<file path="src/rtl/pcp_pkg.sv">
package pcp_pkg;
    localparam int NUM_CAUSE = 4;
    localparam int CODE_W    = 2;

    typedef enum logic [2:0] {
        ST_MAIN,
        ST_SAVE,
        ST_VECTOR,
        ST_PANEL,
        ST_ARMED,
        ST_LEAVE
    } pcp_state_e;
endpackage

</file>
<file path="src/rtl/pcp_cause_unit.sv">
module pcp_cause_unit #(
    parameter int NC = 4,
    localparam int CW = (NC > 1) ? $clog2(NC) : 1
) (
    input  logic          clk,
    input  logic          rst_n,
    input  logic [NC-1:0] req_vec,
    input  logic          take,
    input  logic          clr,
    output logic [NC-1:0] cause_q,
    output logic [NC-1:0] pend_q,
    output logic [CW-1:0] top_code,
    output logic          any_pend
);
    localparam logic [NC-1:0] PWR_ONLY = NC'(1);

    always_ff @(posedge clk or negedge rst_n) begin
        if (!rst_n) begin
            cause_q <= PWR_ONLY;
            pend_q  <= PWR_ONLY;
        end else begin
            cause_q <= (clr ? '0 : cause_q) | req_vec;
            pend_q  <= (take ? '0 : pend_q) | req_vec;
        end
    end

    always_comb begin
        top_code = '0;
        for (int i = NC - 1; i >= 0; i--) begin
            if (pend_q[i]) top_code = CW'(i);
        end
    end

    assign any_pend = |pend_q;

    // a set bit survives unless the clear strobe was present
    a_r7_sticky: assert property (@(posedge clk) disable iff (!rst_n)
        !$past(clr) |-> ((cause_q & $past(cause_q)) == $past(cause_q)));

    // after an entry only the requests of that cycle remain pending
    a_r8_consume: assert property (@(posedge clk) disable iff (!rst_n)
        take |=> (pend_q == $past(req_vec)));
endmodule

</file>
<file path="src/rtl/pcp_seq_fsm.sv">
module pcp_seq_fsm
    import pcp_pkg::*;
#(
    parameter int AW = 12,
    parameter int CW = 2
) (
    input  logic          clk,
    input  logic          rst_n,
    input  logic          any_pend,
    input  logic [CW-1:0] top_code,
    input  logic [AW-1:0] cpu_pc,
    input  logic          cpu_running,
    input  logic          instr_done,
    input  logic          instr_is_ion,
    input  logic          instr_is_jmpi0,
    output logic          take,
    output logic          space_panel,
    output logic          save_we,
    output logic [AW-1:0] save_addr,
    output logic [AW-1:0] save_data,
    output logic          pc_load_en,
    output logic [AW-1:0] pc_load_val,
    output logic          run_ctl_valid,
    output logic          run_ctl_value,
    output logic          panel_mode,
    output logic          irq_block,
    output logic [CW-1:0] entry_code
);
    localparam logic [AW-1:0] SAVE_LOC  = '0;
    localparam logic [AW-1:0] ENTRY_LOC = '1;

    pcp_state_e    state_q, state_d;
    logic [AW-1:0] pc_hold_q;
    logic          run_hold_q;

    assign take = (state_q == ST_MAIN) && any_pend && (instr_done || !cpu_running);

    always_comb begin
        state_d = state_q;
        unique case (state_q)
            ST_MAIN:   if (take) state_d = ST_SAVE;
            ST_SAVE:   state_d = ST_VECTOR;
            ST_VECTOR: state_d = ST_PANEL;
            ST_PANEL:  if (instr_done && instr_is_ion) state_d = ST_ARMED;
            ST_ARMED: begin
                if (instr_done) begin
                    if (instr_is_jmpi0)    state_d = ST_LEAVE;
                    else if (instr_is_ion) state_d = ST_ARMED;
                    else                   state_d = ST_PANEL;
                end
            end
            ST_LEAVE:  state_d = ST_MAIN;
            default:   state_d = ST_MAIN;
        endcase
    end

    always_ff @(posedge clk or negedge rst_n) begin
        if (!rst_n) begin
            state_q    <= ST_MAIN;
            pc_hold_q  <= '0;
            run_hold_q <= 1'b0;
            entry_code <= '0;
        end else begin
            state_q <= state_d;
            if (take) begin
                pc_hold_q  <= cpu_pc;
                run_hold_q <= cpu_running;
                entry_code <= top_code;
            end
        end
    end

    always_comb begin
        space_panel   = 1'b0;
        save_we       = 1'b0;
        pc_load_en    = 1'b0;
        run_ctl_valid = 1'b0;
        run_ctl_value = 1'b0;
        panel_mode    = 1'b0;
        irq_block     = 1'b0;
        unique case (state_q)
            ST_MAIN: ;
            ST_SAVE: begin
                space_panel = 1'b1;
                save_we     = 1'b1;
                irq_block   = 1'b1;
            end
            ST_VECTOR: begin
                space_panel   = 1'b1;
                pc_load_en    = 1'b1;
                run_ctl_valid = 1'b1;
                run_ctl_value = 1'b1;
                irq_block     = 1'b1;
            end
            ST_PANEL, ST_ARMED: begin
                space_panel = 1'b1;
                panel_mode  = 1'b1;
                irq_block   = 1'b1;
            end
            ST_LEAVE: begin
                run_ctl_valid = 1'b1;
                run_ctl_value = run_hold_q;
            end
            default: ;
        endcase
    end

    assign save_addr   = SAVE_LOC;
    assign save_data   = pc_hold_q;
    assign pc_load_val = ENTRY_LOC;

    // a save only follows a qualifying acceptance edge
    a_r2_enter_cond: assert property (@(posedge clk) disable iff (!rst_n)
        $rose(save_we) |-> $past(any_pend) && ($past(instr_done) || !$past(cpu_running)));

    // save is followed by the vector step, then panel mode
    a_r3_save_vector: assert property (@(posedge clk) disable iff (!rst_n)
        save_we |=> pc_load_en && run_ctl_value);
    a_r3_vector_panel: assert property (@(posedge clk) disable iff (!rst_n)
        pc_load_en |=> panel_mode);

    // panel execution is always in panel space
    a_r4_space: assert property (@(posedge clk) disable iff (!rst_n)
        panel_mode |-> space_panel);

    // ordinary interrupts are held off in panel mode
    a_r5_block: assert property (@(posedge clk) disable iff (!rst_n)
        panel_mode |-> irq_block);

    // restore step lies in main space and follows panel execution
    a_r6_leave: assert property (@(posedge clk) disable iff (!rst_n)
        (run_ctl_valid && !pc_load_en) |-> !space_panel && $past(panel_mode));
endmodule

</file>
<file path="src/rtl/pcp_ctrl.sv">
module pcp_ctrl #(
    parameter int AW = 12
) (
    input  logic          clk,
    input  logic          rst_n,
    input  logic [AW-1:0] cpu_pc,
    input  logic          cpu_running,
    input  logic          instr_done,
    input  logic          instr_is_ion,
    input  logic          instr_is_jmpi0,
    input  logic          req_halt,
    input  logic          req_trap,
    input  logic          req_device,
    input  logic          cause_clr,
    output logic          space_panel,
    output logic          save_we,
    output logic [AW-1:0] save_addr,
    output logic [AW-1:0] save_data,
    output logic          pc_load_en,
    output logic [AW-1:0] pc_load_val,
    output logic          run_ctl_valid,
    output logic          run_ctl_value,
    output logic          panel_mode,
    output logic          irq_block,
    output logic [3:0]    cause_q,
    output logic [1:0]    entry_code
);
    import pcp_pkg::*;

    logic [NUM_CAUSE-1:0] req_vec;
    logic [NUM_CAUSE-1:0] pend_q;
    logic [CODE_W-1:0]    top_code;
    logic                 any_pend;
    logic                 take;

    assign req_vec = {req_device, req_trap, req_halt, 1'b0};

    pcp_cause_unit #(.NC(NUM_CAUSE)) u_cause (
        .clk      (clk),
        .rst_n    (rst_n),
        .req_vec  (req_vec),
        .take     (take),
        .clr      (cause_clr),
        .cause_q  (cause_q),
        .pend_q   (pend_q),
        .top_code (top_code),
        .any_pend (any_pend)
    );

    pcp_seq_fsm #(.AW(AW), .CW(CODE_W)) u_seq (
        .clk            (clk),
        .rst_n          (rst_n),
        .any_pend       (any_pend),
        .top_code       (top_code),
        .cpu_pc         (cpu_pc),
        .cpu_running    (cpu_running),
        .instr_done     (instr_done),
        .instr_is_ion   (instr_is_ion),
        .instr_is_jmpi0 (instr_is_jmpi0),
        .take           (take),
        .space_panel    (space_panel),
        .save_we        (save_we),
        .save_addr      (save_addr),
        .save_data      (save_data),
        .pc_load_en     (pc_load_en),
        .pc_load_val    (pc_load_val),
        .run_ctl_valid  (run_ctl_valid),
        .run_ctl_value  (run_ctl_value),
        .panel_mode     (panel_mode),
        .irq_block      (irq_block),
        .entry_code     (entry_code)
    );

    // no new save step while already executing panel code
    a_r8_no_reentry: assert property (@(posedge clk) disable iff (!rst_n)
        panel_mode |=> !save_we);
endmodule

</file>
<file path="config.mk">
export PLATFORM = sky130hd
export DESIGN_NAME = pcp_ctrl
export DESIGN_NICKNAME = d
export VERILOG_FILES = /design/src/rtl/pcp_pkg.sv /design/src/rtl/pcp_cause_unit.sv /design/src/rtl/pcp_seq_fsm.sv /design/src/rtl/pcp_ctrl.sv
export SDC_FILE = /design/constraint.sdc
export NUM_CORES = 1
export LEC_CHECK = 0
export BUFFER_PORTS_ARGS = -buffer_cell sky130_fd_sc_hd__buf_2
export CAP_MARGIN = 30
export CORE_ASPECT_RATIO = 1.2
export CORE_MARGIN = 4
export CORE_UTILIZATION = 49
export CTS_BUF_LIST = sky130_fd_sc_hd__clkbuf_2 sky130_fd_sc_hd__clkbuf_4 sky130_fd_sc_hd__clkbuf_8
export CTS_CLUSTER_DIAMETER = 50
export DETAILED_ROUTE_END_ITERATION = 16
export HOLD_SLACK_MARGIN = 0.03
export PLACE_DENSITY_LB_ADDON = 0.1
export RECOVER_POWER = 50
export SLEW_MARGIN = 10
export SYNTH_ARGS = -nofsm -noshare
export SYNTH_HDL_FRONTEND = slang
export SYNTH_SLANG_ARGS = --single-unit
</file>
<file path="constraint.sdc">
create_clock -name clk -period 4.7 [get_ports clk]
set_input_delay 0.705 -clock clk [delete_from_list [all_inputs] [get_ports clk]]
set_output_delay 0.705 -clock clk [all_outputs]
set_load 0.005 [all_outputs]
</file>
==> results.py <==
metrics = {
    "cells_and_area": {
        "n_fill_cell": 249,
        "drive_gt1_share_pct": 31.0,
        "n_antenna_cell": 0,
        "nets": 182,
        "post-route-util_pct": 58.5,
        "syn2layout_area_growth_pct": 14.1,
    },
    "hold_path": {
        "hold_class": "reg2reg",
    },
    "yosys": {
        "synthDominantCellAreaShare_pct": 45.9,
        "synth_area_leader_cell": "dfrtp_1",
        "ys_ff_latch": 26,
        "netlist_area_mm2": 0.00131,
        "ys_types": 27,
        "syn_inst": 115,
        "avgSynthCellArea_um2": 11.4,
        "ys_seq_area_share_pct": 49.9,
        "synth_warnings": 0,
        "yosys-top-cells-area": "dfrtp_1 46%, buf_4 15%, mux2_1 13%",
    },
    "drt": {
        "wirelength_um": 2360,
        "drt_iter0_drc": 13,
        "drcViolationCount": 0,
        "highest_layer": "met4",
        "wl_met1_um": 929,
        "vias_per_cell": 4.74,
        "vias": 905,
        "dr.pass1.iters": 4,
        "dr_wl_met2_um": 1190,
        "routedWlPerCell_um": 12.4,
        "wl_met3_um": 194,
        "ant_nets": 0,
    },
    "critical_path": {
        "required_ps": 3990,
        "arrival_ps": 1500,
        "crit_chain": "nand2b_1, o22ai_1, o21a_1, buf_2",
        "slowest_delay_ps": 530,
        "r2r_slack_ps": 2690,
        "worstSetupStartpointType": "flip-flop",
        "crit_path_max_fanout": 10,
        "worstSetupEndpointType": "output pin",
        "crit_type": "reg2out",
        "cp_slowest_cell": "dfrtp_1",
    },
    "timing": {
        "setup_viol": 0,
        "setup_tns_ps": 0,
        "drv_slew": 0,
        "fmax_mhz": 454,
        "relSlewSlack_pct": 11.5,
        "period_needed_ps": 2200,
        "grt_setup_unrepaired": "false",
        "timing.hold.ws_ps": 492,
        "min_period_over_period_pct": 46.9,
        "finClkSkew_ps": 4.12,
        "tightest_slew_ps": 1330,
        "hold_viol_final": 0,
    },
    "die": {
        "die_w_um": 55.2,
        "die_area_mm2": 0.00357,
        "rows": 20,
        "ioPinCount": 71,
        "start_util_pct": 51.3,
        "core_mm2": 0.00255,
        "die_height_um": 64.6,
    },
    "placed_design": {
        "place_congestion": 0.733,
        "dp_hpwl_um": 1890,
        "port_buffers": 46,
    },
    "cts": {
        "clk_pin_slew_ps": 130,
        "h-tree-depth": 1,
        "tritoncts": "yes",
        "root_buffer": "clkbuf_4",
        "cts_repair_resize_count": 0,
        "cts_buffers": 3,
        "clock_sinks": 26,
        "insertion_delay_ps": 320,
        "cts_buffer_depth": 2,
        "post_cts_buffers": 0,
        "hold_buffers": 0,
    },
    "global_routing": {
        "antenna_found_initial": 0,
        "grtUsageTotal_pct": 14.7,
        "grt_max_degree": 27,
        "grt_pass1_wl_um": 3860,
        "grt_pass1_vias": 927,
        "overflow": 0,
    },
    "pwr": {
        "peakVddDrop_v": 0.000305,
        "power_density_mw_per_mm2": 484,
        "p_leak_uw": 0.000776,
    },
    "status": {
        "status": "finished, final reports clean",
    },
    "flow_run": {
        "cap_violations": 0,
    },
}
-- kinds of logic (layout without fill, tap and decap cells) --
| logic type | count (synthesis) | after routing | synth area share, % |
|---|---|---|---|
| XOR/XNOR | 1 | 1 | 0.669 |
| other | 2 | 24 | 0.574 |
| AO/OA/AOI/OAI | 17 | 17 | 8.89 |
| buffers and inverters | 34 | 55 | 17.8 |
| AND/OR/NAND/NOR | 19 | 19 | 8.51 |
| flip-flops | 26 | 26 | 49.9 |
| multiplexers | 16 | 16 | 13.7 |
-- registers in the layout, indices dropped and copies added, names as in the netlist --
name,count
u_seq.save_data,12
u_seq.state_q,3
u_seq.entry_code,2
u_cause.pend_q,4
u_cause.cause_q,4
u_seq.run_hold_q,1
-- layout make-up --
cell class | instances | area [µm²] | area share (%)
Multi-Input combinational cell | 77 | 520 | 34.9
Timing Repair Buffer | 47 | 236 | 15.8
Sequential cell | 26 | 653 | 43.8
Tap cell | 33 | 41.3 | 2.77
Clock buffer | 3 | 22.5 | 1.51
Inverter | 5 | 18.8 | 1.26
-- cell usage after synthesis --
cell       n
buf_4     26
dfrtp_1   24
mux2_1    15
inv_1      5
nand2_1    5
nor2b_1    4
a21o_1     3
a21oi_1    3
nand2b_1   3
o21bai_1   3
o22ai_1    3
clkbuf_1   2
conb_1     2
dfstp_2    2
nor2_1     2
nor3b_1    2
a211oi_1   1
a31oi_1    1
a32oi_1    1
buf_6      1
mux2i_1    1
nor4_1     1
nor4bb_1   1
o211ai_1   1
o21a_1     1
or4b_1     1
xnor2_1    1
-- worst paths after layout --
check | from | end | depth (start not counted)
min in group asynchronous | rst_n | u_cause.cause_q[3]$_DFF_PN0_ | 1
max reg2reg | u_seq.state_q[0]$_DFFE_PN0P_ | u_seq.save_data[8]$_DFFE_PN0P_ | 4
min | u_cause.cause_q[0]$_DFFE_PN1P_ | u_cause.cause_q[0]$_DFFE_PN1P_ | 1
max in group asynchronous | rst_n | u_seq.save_data[8]$_DFFE_PN0P_ | 1
max | u_seq.state_q[2]$_DFFE_PN0P_ | run_ctl_value | 4
min reg2reg | u_cause.cause_q[0]$_DFFE_PN1P_ | u_cause.cause_q[0]$_DFFE_PN1P_ | 1
-- layer usage --
metal  vias up  track usage (%)
met3         4             2.76
met2        41             25.1
met4         0             7.29
met5         -                0
met1       438             16.9
li1        422                -
-- power by group --
group / leakage (µW) / internal (µW) / switching, µW / total (µW)
Sequential: 0.000294 / 303 / 55.8 / 359
Clock: 0.0000138 / 30.0 / 61.6 / 91.6
Combinational: 0.000468 / 149 / 123 / 272
Total: 0.000776 / 482 / 240 / 723
-- layout by cell type, fill, tap and decap left out, drive strengths merged --
cell type,synthesis,final
conb,2,24
nor4bb,1,1
xnor2,1,1
inv,5,5
mux2i,1,1
nand2,5,5
nor3b,2,2
dfstp,2,2
a21oi,3,3
or4b,1,1
o211ai,1,1
o21bai,3,3
nor4,1,1
clkbuf,2,7
nor2b,4,4
dfrtp,24,24
a21o,3,3
buf,27,43
o21a,1,1
a32oi,1,1
nor2,2,2
a211oi,1,1
o22ai,3,3
a31oi,1,1
nand2b,3,3
mux2,15,15
-- stage by stage --
stage	cells	power (µW)	instance area, µm²	setup WS [ps]
3_5_place_dp	188	643	1480	2420
5_1_grt	191	789	1490	2390
3_3_place_gp	187	625	1460	2270
2_1_floorplan	137	529	1390	2880
6_report	191	723	1490	2500
4_1_cts	191	734	1500	2480
-- critical path, delay by kind of cell, from the launching register on --
kind                   cells  cell delay (ps)
buffers and inverters      1              100
AOI/OAI and AO/OA          2              330
and+or+nand+nor            1              220
DFF                        1              530
Power figures use the tool's default switching activity.
